[src/rtl/audio_frame_tx.sv]
module audio_frame_tx #(
  parameter int FRAME = 64,
  parameter int SW = 16,
  parameter int CW = 16,
  localparam int PW = $clog2(FRAME)
) (
  input  logic          clk,
  input  logic          rst,
  input  logic          tx_en,
  input  logic          ws_pol,
  input  logic          ws_pulse,
  input  logic          edge_rise,
  input  logic [PW-1:0] left_pos,
  input  logic [PW-1:0] right_pos,
  input  logic [PW-1:0] cc1_pos,
  input  logic [PW-1:0] cc2_pos,
  input  logic          cc1_en,
  input  logic          cc2_en,
  input  logic [SW-1:0] left_in,
  input  logic [SW-1:0] right_in,
  input  logic [SW-1:0] idle_in,
  input  logic          cc1_wr,
  input  logic          cc2_wr,
  input  logic [CW-1:0] cc_data,
  output logic          req_o,
  output logic          sck_o,
  output logic          ws_o,
  output logic          sd_o
);

  logic [PW-1:0] cnt;
  logic          ph;
  logic [PW-1:0] f_lp, f_rp, f_c1p, f_c2p;
  logic          f_c1e, f_c2e;
  logic [SW-1:0] f_l, f_r;
  logic [CW-1:0] p_c1, p_c2, a_c1, a_c2;
  logic          hold_sd, hold_ws, req_q;
  logic          bitv, wsv;

  wire last = (cnt == PW'(FRAME - 1)) && ph;
  wire w1 = cc1_wr && tx_en;
  wire w2 = cc2_wr && tx_en;

  wire [PW-1:0] o1 = cnt - f_c1p;
  wire [PW-1:0] o2 = cnt - f_c2p;
  wire [PW-1:0] ol = cnt - f_lp;
  wire [PW-1:0] orr = cnt - f_rp;
  wire [PW-1:0] span = f_rp - f_lp;

  wire [CW-1:0] sh1 = a_c1 << o1;
  wire [CW-1:0] sh2 = a_c2 << o2;
  wire [SW-1:0] shl = f_l << ol;
  wire [SW-1:0] shr = f_r << orr;

  always_comb begin
    bitv = 1'b0;
    if (f_c1e && int'(o1) < CW)      bitv = sh1[CW-1];
    else if (f_c2e && int'(o2) < CW) bitv = sh2[CW-1];
    else if (int'(ol) < SW)          bitv = shl[SW-1];
    else if (int'(orr) < SW)         bitv = shr[SW-1];
  end

  wire act = ws_pulse ? (cnt == '0) : (ol < span);
  assign wsv = ~(act ^ ws_pol);

  assign sck_o = ph;
  assign req_o = req_q;
  assign sd_o  = (edge_rise && !ph) ? hold_sd : bitv;
  assign ws_o  = (edge_rise && !ph) ? hold_ws : wsv;

  always_ff @(posedge clk) begin
    if (rst) begin
      cnt <= '0; ph <= 1'b0; req_q <= 1'b0;
      hold_sd <= 1'b0; hold_ws <= 1'b0;
      f_lp <= '0; f_rp <= '0; f_c1p <= '0; f_c2p <= '0;
      f_c1e <= 1'b0; f_c2e <= 1'b0;
      f_l <= '0; f_r <= '0;
      p_c1 <= '0; p_c2 <= '0; a_c1 <= '0; a_c2 <= '0;
    end else begin
      ph    <= ~ph;
      req_q <= last;
      if (ph) begin
        cnt     <= cnt + 1'b1;
        hold_sd <= bitv;
        hold_ws <= wsv;
      end
      if (w1) p_c1 <= cc_data;
      if (w2) p_c2 <= cc_data;
      if (last) begin
        f_lp  <= left_pos;  f_rp  <= right_pos;
        f_c1p <= cc1_pos;   f_c2p <= cc2_pos;
        f_c1e <= cc1_en;    f_c2e <= cc2_en;
        f_l   <= tx_en ? left_in  : idle_in;
        f_r   <= tx_en ? right_in : idle_in;
        a_c1  <= w1 ? cc_data : p_c1;
        a_c2  <= w2 ? cc_data : p_c2;
      end
    end
  end

endmodule

[config.mk]
export PLATFORM = sky130hd
export DESIGN_NAME = audio_frame_tx
export DESIGN_NICKNAME = d
export VERILOG_FILES = /design/src/rtl/audio_frame_tx.sv
export SDC_FILE = /design/constraint.sdc
export NUM_CORES = 1
export LEC_CHECK = 0
export ABC_AREA = 1
export BUFFER_PORTS_ARGS = -buffer_cell sky130_fd_sc_hd__buf_2
export CAP_MARGIN = 40
export CORE_UTILIZATION = 30
export CTS_CLUSTER_SIZE = 10
export DETAILED_ROUTE_END_ITERATION = 7
export PLACE_DENSITY = 0.52
export SYNTH_ARGS = -nofsm -noshare
export SYNTH_HDL_FRONTEND = slang
export SYNTH_SLANG_ARGS = --single-unit
[constraint.sdc]
create_clock -name clk -period 3.35 [get_ports clk]
set_clock_uncertainty 0.15 [all_clocks]
set_input_delay 0.67 -clock clk [delete_from_list [all_inputs] [get_ports clk]]
set_output_delay 0.67 -clock clk [all_outputs]
set_load 0.02 [all_outputs]
==> results.rst <==
.. list-table::
   :header-rows: 1

   * - Metric
     - Value
   * - Congestion Overflow GR
     - 0
   * - Clock H-tree levels
     - 4
   * - Number of register bits inferred by synthesis
     - 132
   * - Uppermost layer routed
     - met4
   * - Chip height
     - 152.9 µm
   * - Final std cell area, no fill
     - 8492 µm²
   * - Final worst setup slack
     - -0.2730 ns
   * - Metal1 wirelength
     - 8.359 mm
   * - TritonCTS clock tree
     - done
   * - Type of the worst min-delay path
     - reg -> reg
   * - Post-Synthesis Mean Instance Area
     - 7.806 µm²
   * - Std cell rows
     - 54
   * - Number of maximum-capacitance constraint violations
     - 0
   * - Post-synthesis cell type count
     - 34
   * - Slowest cell on the critical path
     - sky130_fd_sc_hd__dfxtp_2
   * - Unrepaired setup endpoints after global routing
     - true
   * - Number of synthesized flops with an enable pin
     - 0
   * - Biggest fanout along the worst timing path
     - 3
   * - Launching element type of the critical path
     - register
   * - Count of final setup violators
     - 2
   * - Aggregate routed wire length
     - 17.98 mm
   * - Placed instance area
     - 7687 µm²
   * - Met2 layer wire length in the routed design
     - 8.915 mm
   * - Global-route wire length before repair
     - 29.17 mm
   * - Net count of the finished layout
     - 1117
   * - Crit path time final
     - 3.623 ns
   * - Critical path arrival
     - 2.80 ns
   * - Relative contribution of combinational cells to total power
     - 10.1%
   * - Hold slack final
     - 0.3038 ns
   * - Clock sink count
     - 132
   * - Critical Path, Cell by Cell
     - ha_4, inv_2, fa_2, a21oi_2, o21ai_2, xnor2_1, ha_1, nand2_2, inv_2, nand3_2, o221ai_2, nand2_1, nand3b_1, nand3_1, o21ai_2, buf_6
   * - Maximum clock path buffer count
     - 2
   * - Fraction of synthesis flops using an asynchronous set or reset pin
     - 0%
   * - Mapped Nets
     - 1010
   * - Share of the yosys chip area belonging to registers
     - 38.69%
   * - Post-Syn Area
     - 6830 µm²
   * - Utilization after layout
     - 38.44%
   * - Sequential cell fraction of total power
     - 40.3%
   * - Initial antenna violation count
     - 1
   * - Chip width
     - 152.9 µm
   * - DP Cell Count
     - 1240
   * - Worst-margin pin slew
     - 0.8777 ns
   * - Pleak
     - 3.751 nW
   * - Yosys synthesis warning count
     - 0
   * - Peak supply drop
     - 0.2630 mV
   * - Violations in the final reports
     - setup timing
   * - I/O pins
     - 102
   * - Dominant synthesized flop cell
     - sky130_fd_sc_hd__dfxtp_1
   * - Final number of max-transition violations
     - 0
   * - Via-to-Cell Ratio
     - 4.683
   * - Detailed router's first-iteration violation count
     - 226
   * - Detailed Place HPWL
     - 13.11 mm
   * - Total length of routed met3 wires
     - 431 µm
   * - Final period util
     - 108.1%
   * - Fraction of final layout cells sized beyond drive strength 1
     - 24.62%
   * - Cell internal power dissipation
     - 3.014 mW
   * - CP Data Required Time
     - 2.53 ns
   * - Switching part of the total power
     - 24.20%
   * - Placeable Area
     - 22090 µm²
   * - Depth of the most critical reg-to-reg path
     - 18
   * - Final Hold Viols
     - 0
   * - Capturing element type of the critical path
     - output port
   * - Power Dens Cells
     - 468.2 nW/µm²
   * - Total number of vias
     - 5975
   * - Initial core utilization
     - 30.92%
   * - Number of design rule violations left after detail routing
     - 0
   * - TritonRoute pass-1 iters
     - 4
   * - Leading cell type in the layout, fill and taps excluded
     - sky130_fd_sc_hd__nor2_1
   * - Most frequent cells in the layout
     - 135 x sky130_fd_sc_hd__nor2_1, 128 x sky130_fd_sc_hd__dfxtp_1, 125 x sky130_fd_sc_hd__nand2_1
   * - Clock input transition at the sequential cells of the worst setup and hold paths
     - 0.06 ns
   * - Number of port buffers
     - 101
   * - Routability Congestion
     - 0.8074
   * - Via count of the first global-routing pass
     - 5791
   * - Slowest cell delay on critical path
     - 0.37 ns
   * - Type of the worst setup path
     - reg -> out
   * - Max transition margin
     - 41.48%
   * - Largest net degree at the start of global routing
     - 114
   * - Clock latency on the worst-skew pair
     - 0.42 ns
   * - Synth-to-Final Area Change
     - 24.33%
   * - Achievable clock frequency
     - 276.0 MHz
   * - Number of cells produced by synthesis
     - 875
   * - Result of the run
     - complete, but fails checks
   * - Clock root buffer
     - sky130_fd_sc_hd__clkbuf_16
   * - Number of cells in the finished layout apart from fillers
     - 1276
   * - Remaining antenna violation count after routing
     - 0
   * - Die area
     - 23380 µm²
   * - Switching component of the power
     - 962.0 µW
   * - Routed length per placed instance
     - 14.09 µm
   * - Portion of total power attributed to the clock network
     - 49.6%
   * - Cts bufs inserted
     - 17
   * - Worst hold path stage count
     - 2
   * - Overall track demand over capacity in global routing
     - 15.87%
## state kept, by name (all words and copies together), names as in the netlist, 6 cells and up
register,flops
a_c1,16
a_c2,16
cnt,6
f_c1p,6
f_c2p,6
f_l,16
f_lp,6
f_r,16
f_rp,6
p_c1,16
p_c2,16
## critical path, delay by kind of cell (launching register included)
kind,cells,cell delay (ns)
compound gates,4,0.46
xor+xnor,1,0.12
fa+ha+maj,3,0.80
buf+inv,3,0.23
flops,1,0.37
simple gates,5,0.42
## synth_stat cells (4+ instances only)
library cell               number  area share [%]
sky130_fd_sc_hd__nor2_1       136             7.5
sky130_fd_sc_hd__dfxtp_1      132              39
sky130_fd_sc_hd__nand2_1      131             7.2
sky130_fd_sc_hd__inv_1         79             4.3
sky130_fd_sc_hd__o21ai_0       60             4.4
sky130_fd_sc_hd__nand3_1       41             3.0
sky130_fd_sc_hd__a21oi_1       40             2.9
sky130_fd_sc_hd__a211oi_2      32             5.9
sky130_fd_sc_hd__a31oi_1       32             2.9
sky130_fd_sc_hd__ha_1          32             5.9
sky130_fd_sc_hd__mux2i_1       32             4.7
sky130_fd_sc_hd__o21ai_1       27             2.0
sky130_fd_sc_hd__clkbuf_1      19             1.0
sky130_fd_sc_hd__buf_2         10            0.73
sky130_fd_sc_hd__buf_4         10             1.1
sky130_fd_sc_hd__xor2_1        10             1.3
sky130_fd_sc_hd__xnor2_1        9             1.2
sky130_fd_sc_hd__nand4_1        7            0.64
sky130_fd_sc_hd__o211ai_1       6            0.66
sky130_fd_sc_hd__fa_1           5             1.5
sky130_fd_sc_hd__or2_2          5            0.46
sky130_fd_sc_hd__buf_6          4            0.66
## cell families after synthesis
group,after synthesis,share of synthesized area [%]
adders and majority gates,37,7.327
xor gates and xnor gates,19,2.436
muxes,32,4.690
AOI/OAI and AO/OA,200,19.12
DFF,132,38.69
and+or+nand+nor,328,19.56
buffers and inverters,127,8.170
## routing by layer
| metal | global-route usage, % | vias up |
|---|---|---|
| met5 | 0 | - |
| met4 | 5.002 | 0 |
| met3 | 3.034 | 17 |
| met2 | 27.68 | 69 |
| met1 | 19.65 | 2739 |
| li1 | - | 3150 |
## area by class of cell
cell class              instances  area, µm²
fillers                      2337      13600
clock buffers                  21      440.4
repair buffers                134      798.3
multi-input cells             616       3772
flip-flops and latches        132       2648
clock inverters                11      176.4
diodes                          1      2.502
well taps                     280      350.3
inverters                      81      304.0
## stage by stage
stage	setup TNS (ns)	power (mW)	worst slack [ns]
finish	-0.5230	3.976	-0.2730
global placement	-0.03008	2.015	-0.03008
CTS	-0.5799	4.016	-0.3034
detailed placement	-0.08782	2.015	-0.06770
floorplan	0	1.871	0.1497
global route	-0.9009	4.147	-0.4543
## path summary, 6_finish.rpt
check	from	to	slack [ns]
max reg2reg	f_lp[1]	hold_ws	0.75
min	hold_sd	hold_sd	0.30
max	f_lp[0]	ws_o	-0.27
min reg2reg	hold_sd	hold_sd	0.30
## power groups by stage
stage | clock (mW) | sequential (mW) | combinational, mW
global placement | 0 | 1.64 | 0.379
CTS | 2.01 | 1.60 | 0.403
global route | 2.09 | 1.60 | 0.450
finish | 1.97 | 1.60 | 0.402
floorplan | 0 | 1.64 | 0.233
detailed placement | 0 | 1.64 | 0.378
## what timing repair did
item	4_1_cts	5_1_grt
hold buffers	0	0
pin swaps	15	11
buffers inserted	3	0
resized for setup	39	13
setup endpoints to repair	2	2
Note: power is estimated with default switching activity, not from simulation.
